## config.mk

```make
export PLATFORM = sky130hd
export DESIGN_NAME = strobe_route_port
export DESIGN_NICKNAME = d
export VERILOG_FILES = /design/src/rtl/srp_pkg.sv /design/src/rtl/srp_sync.sv /design/src/rtl/srp_regs.sv /design/src/rtl/srp_route_tbl.sv /design/src/rtl/strobe_route_port.sv
export SDC_FILE = /design/constraint.sdc
export NUM_CORES = 2
export LEC_CHECK = 0
export BUFFER_PORTS_ARGS = -buffer_cell sky130_fd_sc_hd__buf_2
export CAP_MARGIN = 10
export CORE_MARGIN = 5
export CORE_UTILIZATION = 55
export CTS_CLUSTER_DIAMETER = 200
export DETAILED_ROUTE_END_ITERATION = 12
export PLACE_DENSITY_LB_ADDON = 0.08
export SYNTH_ARGS = -nofsm -noshare
export SYNTH_HDL_FRONTEND = slang
export SYNTH_SLANG_ARGS = --single-unit
```

## constraint.sdc

```tcl
create_clock -name clk_i -period 6.1 [get_ports clk_i]
set_input_delay 0.915 -clock clk_i [delete_from_list [all_inputs] [get_ports clk_i]]
set_output_delay 0.915 -clock clk_i [all_outputs]
set_load 0.05 [all_outputs]
```

## src/rtl/srp_pkg.sv

```systemverilog
package srp_pkg;
  localparam int unsigned DST_HI_IDX = 'h30;
  localparam int unsigned DST_LO_IDX = 'h31;
  localparam int unsigned SRC_HI_IDX = 'h32;
  localparam int unsigned SRC_LO_IDX = 'h33;

  typedef enum logic [1:0] {
    RD_BANK   = 2'd0,
    RD_SRC_HI = 2'd1,
    RD_SRC_LO = 2'd2
  } rd_sel_e;
endpackage

```

## src/rtl/srp_sync.sv

```systemverilog
module srp_sync #(
  parameter int unsigned BUS_W = 8
) (
  input  logic             clk_i,
  input  logic             rst_ni,
  input  logic [BUS_W-1:0] bus_i,
  output logic [BUS_W-2:0] payload_o,
  output logic             rise_o
);
  logic [BUS_W-1:0] meta_q, sync_q;
  logic             strb_d_q;

  always_ff @(posedge clk_i or negedge rst_ni) begin
    if (!rst_ni) begin
      meta_q   <= '0;
      sync_q   <= '0;
      strb_d_q <= 1'b0;
    end else begin
      meta_q   <= bus_i;
      sync_q   <= meta_q;
      strb_d_q <= sync_q[BUS_W-1];
    end
  end

  // payload rides the same two stages so it lines up with the strobe edge
  assign rise_o    = sync_q[BUS_W-1] & ~strb_d_q;
  assign payload_o = sync_q[BUS_W-2:0];
endmodule

```

## src/rtl/srp_regs.sv

```systemverilog
module srp_regs
  import srp_pkg::*;
#(
  parameter int unsigned VAL_W    = 6,
  parameter int unsigned DST_HI_W = 3,
  parameter int unsigned DST_LO_W = 5,
  parameter int unsigned SRC_HI_W = 3,
  parameter int unsigned SRC_LO_W = 5,
  localparam int unsigned PAY_W   = VAL_W + 1,
  localparam int unsigned NREG    = 2 ** VAL_W,
  localparam int unsigned DST_W   = DST_HI_W + DST_LO_W
) (
  input  logic                clk_i,
  input  logic                rst_ni,
  input  logic                rise_i,
  input  logic [PAY_W-1:0]    payload_i,
  output logic [VAL_W-1:0]    addr_o,
  output logic [VAL_W-1:0]    bank_rd_o,
  output logic [DST_W-1:0]    dst_o,
  output logic [SRC_HI_W-1:0] src_hi_o,
  output logic                commit_o,
  output logic [SRC_LO_W-1:0] commit_lo_o
);
  logic [VAL_W-1:0] addr_q;
  logic [VAL_W-1:0] bank_q [NREG];
  logic             is_addr, wr_en;

  assign is_addr = payload_i[PAY_W-1];
  assign wr_en   = rise_i & ~is_addr;

  always_ff @(posedge clk_i or negedge rst_ni) begin
    if (!rst_ni)                addr_q <= '0;
    else if (rise_i && is_addr) addr_q <= payload_i[VAL_W-1:0];
  end

  always_ff @(posedge clk_i or negedge rst_ni) begin
    if (!rst_ni) begin
      for (int i = 0; i < NREG; i++) bank_q[i] <= '0;
    end else if (wr_en) begin
      bank_q[addr_q] <= payload_i[VAL_W-1:0];
    end
  end

  assign addr_o      = addr_q;
  assign bank_rd_o   = bank_q[addr_q];
  assign dst_o       = {bank_q[VAL_W'(DST_HI_IDX)][DST_HI_W-1:0],
                        bank_q[VAL_W'(DST_LO_IDX)][DST_LO_W-1:0]};
  assign src_hi_o    = bank_q[VAL_W'(SRC_HI_IDX)][SRC_HI_W-1:0];
  assign commit_o    = wr_en && (addr_q == VAL_W'(SRC_LO_IDX));
  assign commit_lo_o = payload_i[SRC_LO_W-1:0];
endmodule

```

## src/rtl/srp_route_tbl.sv

```systemverilog
module srp_route_tbl #(
  parameter int unsigned DST_W = 8,
  parameter int unsigned SRC_W = 8,
  localparam int unsigned ENTRIES = 2 ** DST_W
) (
  input  logic             clk_i,
  input  logic             rst_ni,
  input  logic             we_i,
  input  logic [DST_W-1:0] dst_i,
  input  logic [SRC_W-1:0] src_i,
  output logic [SRC_W-1:0] src_o
);
  logic [SRC_W-1:0] tbl_q [ENTRIES];

  always_ff @(posedge clk_i or negedge rst_ni) begin
    if (!rst_ni) begin
      for (int i = 0; i < ENTRIES; i++) tbl_q[i] <= '0;
    end else if (we_i) begin
      tbl_q[dst_i] <= src_i;
    end
  end

  assign src_o = tbl_q[dst_i];
endmodule

```

## src/rtl/strobe_route_port.sv

```systemverilog
module strobe_route_port
  import srp_pkg::*;
#(
  parameter int unsigned VAL_W    = 6,
  parameter int unsigned DST_HI_W = 3,
  parameter int unsigned DST_LO_W = 5,
  parameter int unsigned SRC_HI_W = 3,
  parameter int unsigned SRC_LO_W = 5,
  parameter int unsigned NARROW_W = 5,
  localparam int unsigned BUS_W   = VAL_W + 2,
  localparam int unsigned PAY_W   = VAL_W + 1,
  localparam int unsigned DST_W   = DST_HI_W + DST_LO_W,
  localparam int unsigned SRC_W   = SRC_HI_W + SRC_LO_W
) (
  input  logic             clk_i,
  input  logic             rst_ni,
  input  logic [BUS_W-1:0] gpio_i,
  input  logic             narrow_rd_i,
  output logic [BUS_W-1:0] rd_data_o
);
  logic                strobe_rise;
  logic [PAY_W-1:0]    payload;
  logic [VAL_W-1:0]    cur_addr, bank_rd;
  logic [DST_W-1:0]    dst_code;
  logic [SRC_HI_W-1:0] src_hi_stage;
  logic                tbl_we;
  logic [SRC_LO_W-1:0] commit_lo;
  logic [SRC_W-1:0]    route_src;
  rd_sel_e             rd_sel;
  logic [VAL_W-1:0]    rd_val, rd_masked, rd_q;

  srp_sync #(.BUS_W(BUS_W)) u_sync (
    .clk_i     (clk_i),
    .rst_ni    (rst_ni),
    .bus_i     (gpio_i),
    .payload_o (payload),
    .rise_o    (strobe_rise)
  );

  srp_regs #(
    .VAL_W    (VAL_W),
    .DST_HI_W (DST_HI_W),
    .DST_LO_W (DST_LO_W),
    .SRC_HI_W (SRC_HI_W),
    .SRC_LO_W (SRC_LO_W)
  ) u_regs (
    .clk_i       (clk_i),
    .rst_ni      (rst_ni),
    .rise_i      (strobe_rise),
    .payload_i   (payload),
    .addr_o      (cur_addr),
    .bank_rd_o   (bank_rd),
    .dst_o       (dst_code),
    .src_hi_o    (src_hi_stage),
    .commit_o    (tbl_we),
    .commit_lo_o (commit_lo)
  );

  srp_route_tbl #(.DST_W(DST_W), .SRC_W(SRC_W)) u_tbl (
    .clk_i  (clk_i),
    .rst_ni (rst_ni),
    .we_i   (tbl_we),
    .dst_i  (dst_code),
    .src_i  ({src_hi_stage, commit_lo}),
    .src_o  (route_src)
  );

  always_comb begin
    if (cur_addr == VAL_W'(SRC_HI_IDX))      rd_sel = RD_SRC_HI;
    else if (cur_addr == VAL_W'(SRC_LO_IDX)) rd_sel = RD_SRC_LO;
    else                                     rd_sel = RD_BANK;
  end

  always_comb begin
    unique case (rd_sel)
      RD_SRC_HI: rd_val = VAL_W'(route_src[SRC_W-1 -: SRC_HI_W]);
      RD_SRC_LO: rd_val = VAL_W'(route_src[SRC_LO_W-1:0]);
      default:   rd_val = bank_rd;
    endcase
  end

  assign rd_masked = narrow_rd_i ? VAL_W'(rd_val[NARROW_W-1:0]) : rd_val;

  always_ff @(posedge clk_i or negedge rst_ni) begin
    if (!rst_ni) rd_q <= '0;
    else         rd_q <= rd_masked;
  end

  assign rd_data_o = {2'b00, rd_q};
endmodule

```

==> impl_metrics.json <==
{
  "grt_max_degree": 181,
  "hold_buffers": 1,
  "gr-total-overflow": 0,
  "cp_num_buf_inv": 2,
  "drc": 0,
  "core_um2": 202000,
  "ys_warn_count": 0,
  "critical-path-top-delay-family": "compound AO/OA/AOI/OAI gates",
  "cts-resized-gates": 0,
  "via_per_inst": 6.57,
  "clkSinkCount": 2460,
  "cpMaxStageDelayCell": "a2111oi_1",
  "powerDensity_nw_per_um2": 295,
  "seq_area_um2": 61600,
  "dr.pass1.iters": 6,
  "grt_pass1_vias": 68800,
  "power_switching_mw": 9.10,
  "pwr-share-clk_pct": 44.6,
  "worst-setup-path-type": "reg -> reg",
  "slew_headroom_pct": 14.0,
  "hold_path.class": "in -> reg",
  "die-area_um2": 211000,
  "finalSetupViolations": 0,
  "cp.arrival_ns": 5.73,
  "netSwitchingFraction_pct": 25.1,
  "clock_path_buffers": 4,
  "tightest_slew_ns": 1.29,
  "vias": 66400,
  "rsz0062_at_grt": "false",
  "finalHoldViolCount": 0,
  "power_frac_seq_pct": 46.9,
  "cp_cell_sequence": "buf_12 > and2_2 > a22oi_1 > a22o_1 > a2111oi_1 > buf_4 > o31a_1 > nand4_1 > o21ai_1 > a31oi_1",
  "ios": 19,
  "wire_per_inst_um": 32.1,
  "p_leak_nw": 58.6,
  "routed_wl_um": 325000,
  "clock_latency_ns": 0.93,
  "start_util_pct": 55.1,
  "area_delta_synth_final_pct": 10.6,
  "final_common_cell": "dfrtp_1",
  "fin_crit_ns": 4.97,
  "end_kind": "flop",
  "synth-edff-count": 0,
  "fin_crit_sh_pct": 81.4,
  "cts_root_buffer": "clkbuf_16",
  "place.gp.congestion": 0.915,
  "outcome": "complete, no violations",
  "io_buffers": 16,
  "synthDistinctLibCells": 70,
  "async_flop_share_pct": 100,
  "grt_pass1_wl_um": 485000,
  "combPwrFrac_pct": 8.4,
  "finalNetCount": 7247,
  "ys_ff_latch": 2460,
  "ant_nets": 0,
  "netlist_area_um2": 111000,
  "drtIter0Drc": 5946,
  "synth_flop_cell": "dfrtp_1",
  "max_cap_viol_count": 0,
  "dpl.hpwl_um": 207000,
  "fin_area_um2": 123000,
  "drv_slew": 0,
  "netlist_instances": 7304,
  "die_x_um": 460,
  "skew_ns": 0.0464,
  "cts_made_buffers": 282,
  "post_cts_buffers": 0,
  "setup_tns_ns": 0,
  "clk_pin_slew_worst_paths_ns": 0.06,
  "drive_gt1_share_pct": 44.5,
  "syn_avg_cell_area_um2": 15.2,
  "cp.required_ns": 6.86,
  "nFillCells": 15200,
  "intPower_mw": 27.1,
  "std_cell_rows": 165,
  "final_util_pct": 60.9,
  "multi_input_area_um2": 47200,
  "antenna_found_initial": 6,
  "layout_common_cells": "dfrtp_1 (2445), mux2_2 (2088), mux4_2 (506), mux2_1 (353), nand2_1 (339)",
  "worstSetupStartpointType": "flop",
  "die_h_um": 460,
  "path_max_fanout": 46,
  "grt_util_all_layers_pct": 31.0,
  "ys_seq_area_share_pct": 55.4,
  "place_area_um2": 114000,
  "cts_max_level": 5,
  "ir_drop_uv": 339,
  "tritoncts": "yes",
  "slowest_delay_ns": 1.06,
  "fmax_mhz": 201
}
## registers in the layout, indices dropped and copies added, names as in the netlist
| name | count |
|---|---|
| u_regs.src_hi_o | 3 |
| u_tbl.tbl_q | 2048 |
| u_regs.addr_o | 6 |
| u_regs.bank_q | 372 |
| rd_q | 6 |
| u_regs.dst_o | 8 |
| u_sync.sync_q | 8 |
| u_sync.strb_d_q | 1 |
| u_sync.meta_q | 8 |
## metrics by stage
| stage | instances | total power, mW | hold WS (ns) | setup slack (ns) |
|---|---|---|---|---|
| floorplan | 7305 | 18.8 | 0.331 | 3.38 |
| global placement | 9623 | 20.3 | 0.339 | 1.24 |
| detailed placement | 9623 | 20.3 | 0.335 | 1.21 |
| CTS | 10100 | 36.5 | 0.0571 | 1.16 |
| global route | 10100 | 37.3 | 0.0685 | 1.07 |
| finish | 10100 | 36.2 | 0.112 | 1.13 |
## final timing paths
kind / start / endpoint / slack, ns / cells after the start
max reg2reg: u_regs.dst_o[0] / rd_q[0] / 1.13 / 10
min reg2reg: u_sync.meta_q[5] / u_sync.sync_q[5] / 0.35 / 0
max in group asynchronous: rst_ni / u_regs.bank_q[293] / 3.66 / 4
max: u_regs.dst_o[0] / rd_q[0] / 1.13 / 10
min in group asynchronous: rst_ni / u_tbl.tbl_q[191] / 0.61 / 2
min: gpio_i[7] / u_sync.meta_q[7] / 0.11 / 1
## worst register-to-register path, cell delays in order, from the launching register on
cell	delay [ns]
dfrtp_4	1.00
buf_12	0.43
and2_2	0.91
a22oi_1	0.30
a22o_1	0.30
a2111oi_1	1.06
buf_4	0.28
o31a_1	0.19
nand4_1	0.15
o21ai_1	0.13
a31oi_1	0.06
## cell families after synthesis
kind of cell           Yosys count  synth area share, %
AOI/OAI and AO/OA              494                 3.26
DFF                           2460                 55.4
and+or+nand+nor                719                 3.04
muxes                         3062                 36.0
buffers and inverters          568                 2.29
other                            1              0.00337
## synth_stat cells (8+ instances only)
master / count / area, um2
dfrtp_1: 2460 / 61600
mux2_2: 2088 / 23500
mux4_2: 506 / 11400
clkbuf_1: 392 / 1470
mux2_1: 353 / 3980
nand2_1: 339 / 1270
a22oi_1: 235 / 1760
mux2i_1: 115 / 1150
buf_2: 103 / 515
nor2_1: 96 / 360
nor2_2: 64 / 400
nand3_1: 58 / 290
o22ai_1: 49 / 307
nand4_1: 38 / 238
a21oi_1: 32 / 160
buf_4: 27 / 203
a22o_1: 26 / 228
o21ai_0: 24 / 120
a221oi_1: 22 / 193
nor3_1: 22 / 110
a31oi_1: 21 / 131
buf_6: 19 / 214
nor2b_1: 18 / 113
buf_1: 17 / 63.8
a211oi_1: 11 / 82.6
a32oi_1: 11 / 96.3
and2_1: 11 / 68.8
nand2b_1: 11 / 68.8
and3_1: 10 / 62.6
nor4_1: 10 / 62.6
a2111oi_0: 9 / 78.8
nor3b_1: 9 / 67.6
o2111ai_1: 9 / 78.8
nand3b_1: 8 / 60.1
o221ai_1: 8 / 70.1
## layout make-up
class,count,area share (%)
flip-flops and latches,2460,50.1
multi-input cells,4277,38.4
clock buffers,439,6.85
well taps,2672,2.72
repair buffers,208,1.62
clock inverters,31,0.213
inverters,7,0.0234
diodes,5,0.0102
## power by group through the flow
stage	registers, mW	logic [mW]	clock network, mW
final	17.0	3.05	16.2
after global routing	17.0	3.22	17.1
after CTS	17.0	3.06	16.4
after detailed placement	17.3	3.05	0
after global placement	17.3	3.02	0
after floorplan	17.1	1.72	0
## metal layers
metal	share of wire [%]	up-vias	GRT usage (%)
li1	-	27200	-
met4	4.3	4	11.7
met1	43	36200	44.0
met2	46	2256	47.6
met3	6.8	680	6.65
met5	0.010	-	0
(Power assumes the default switching activity.)
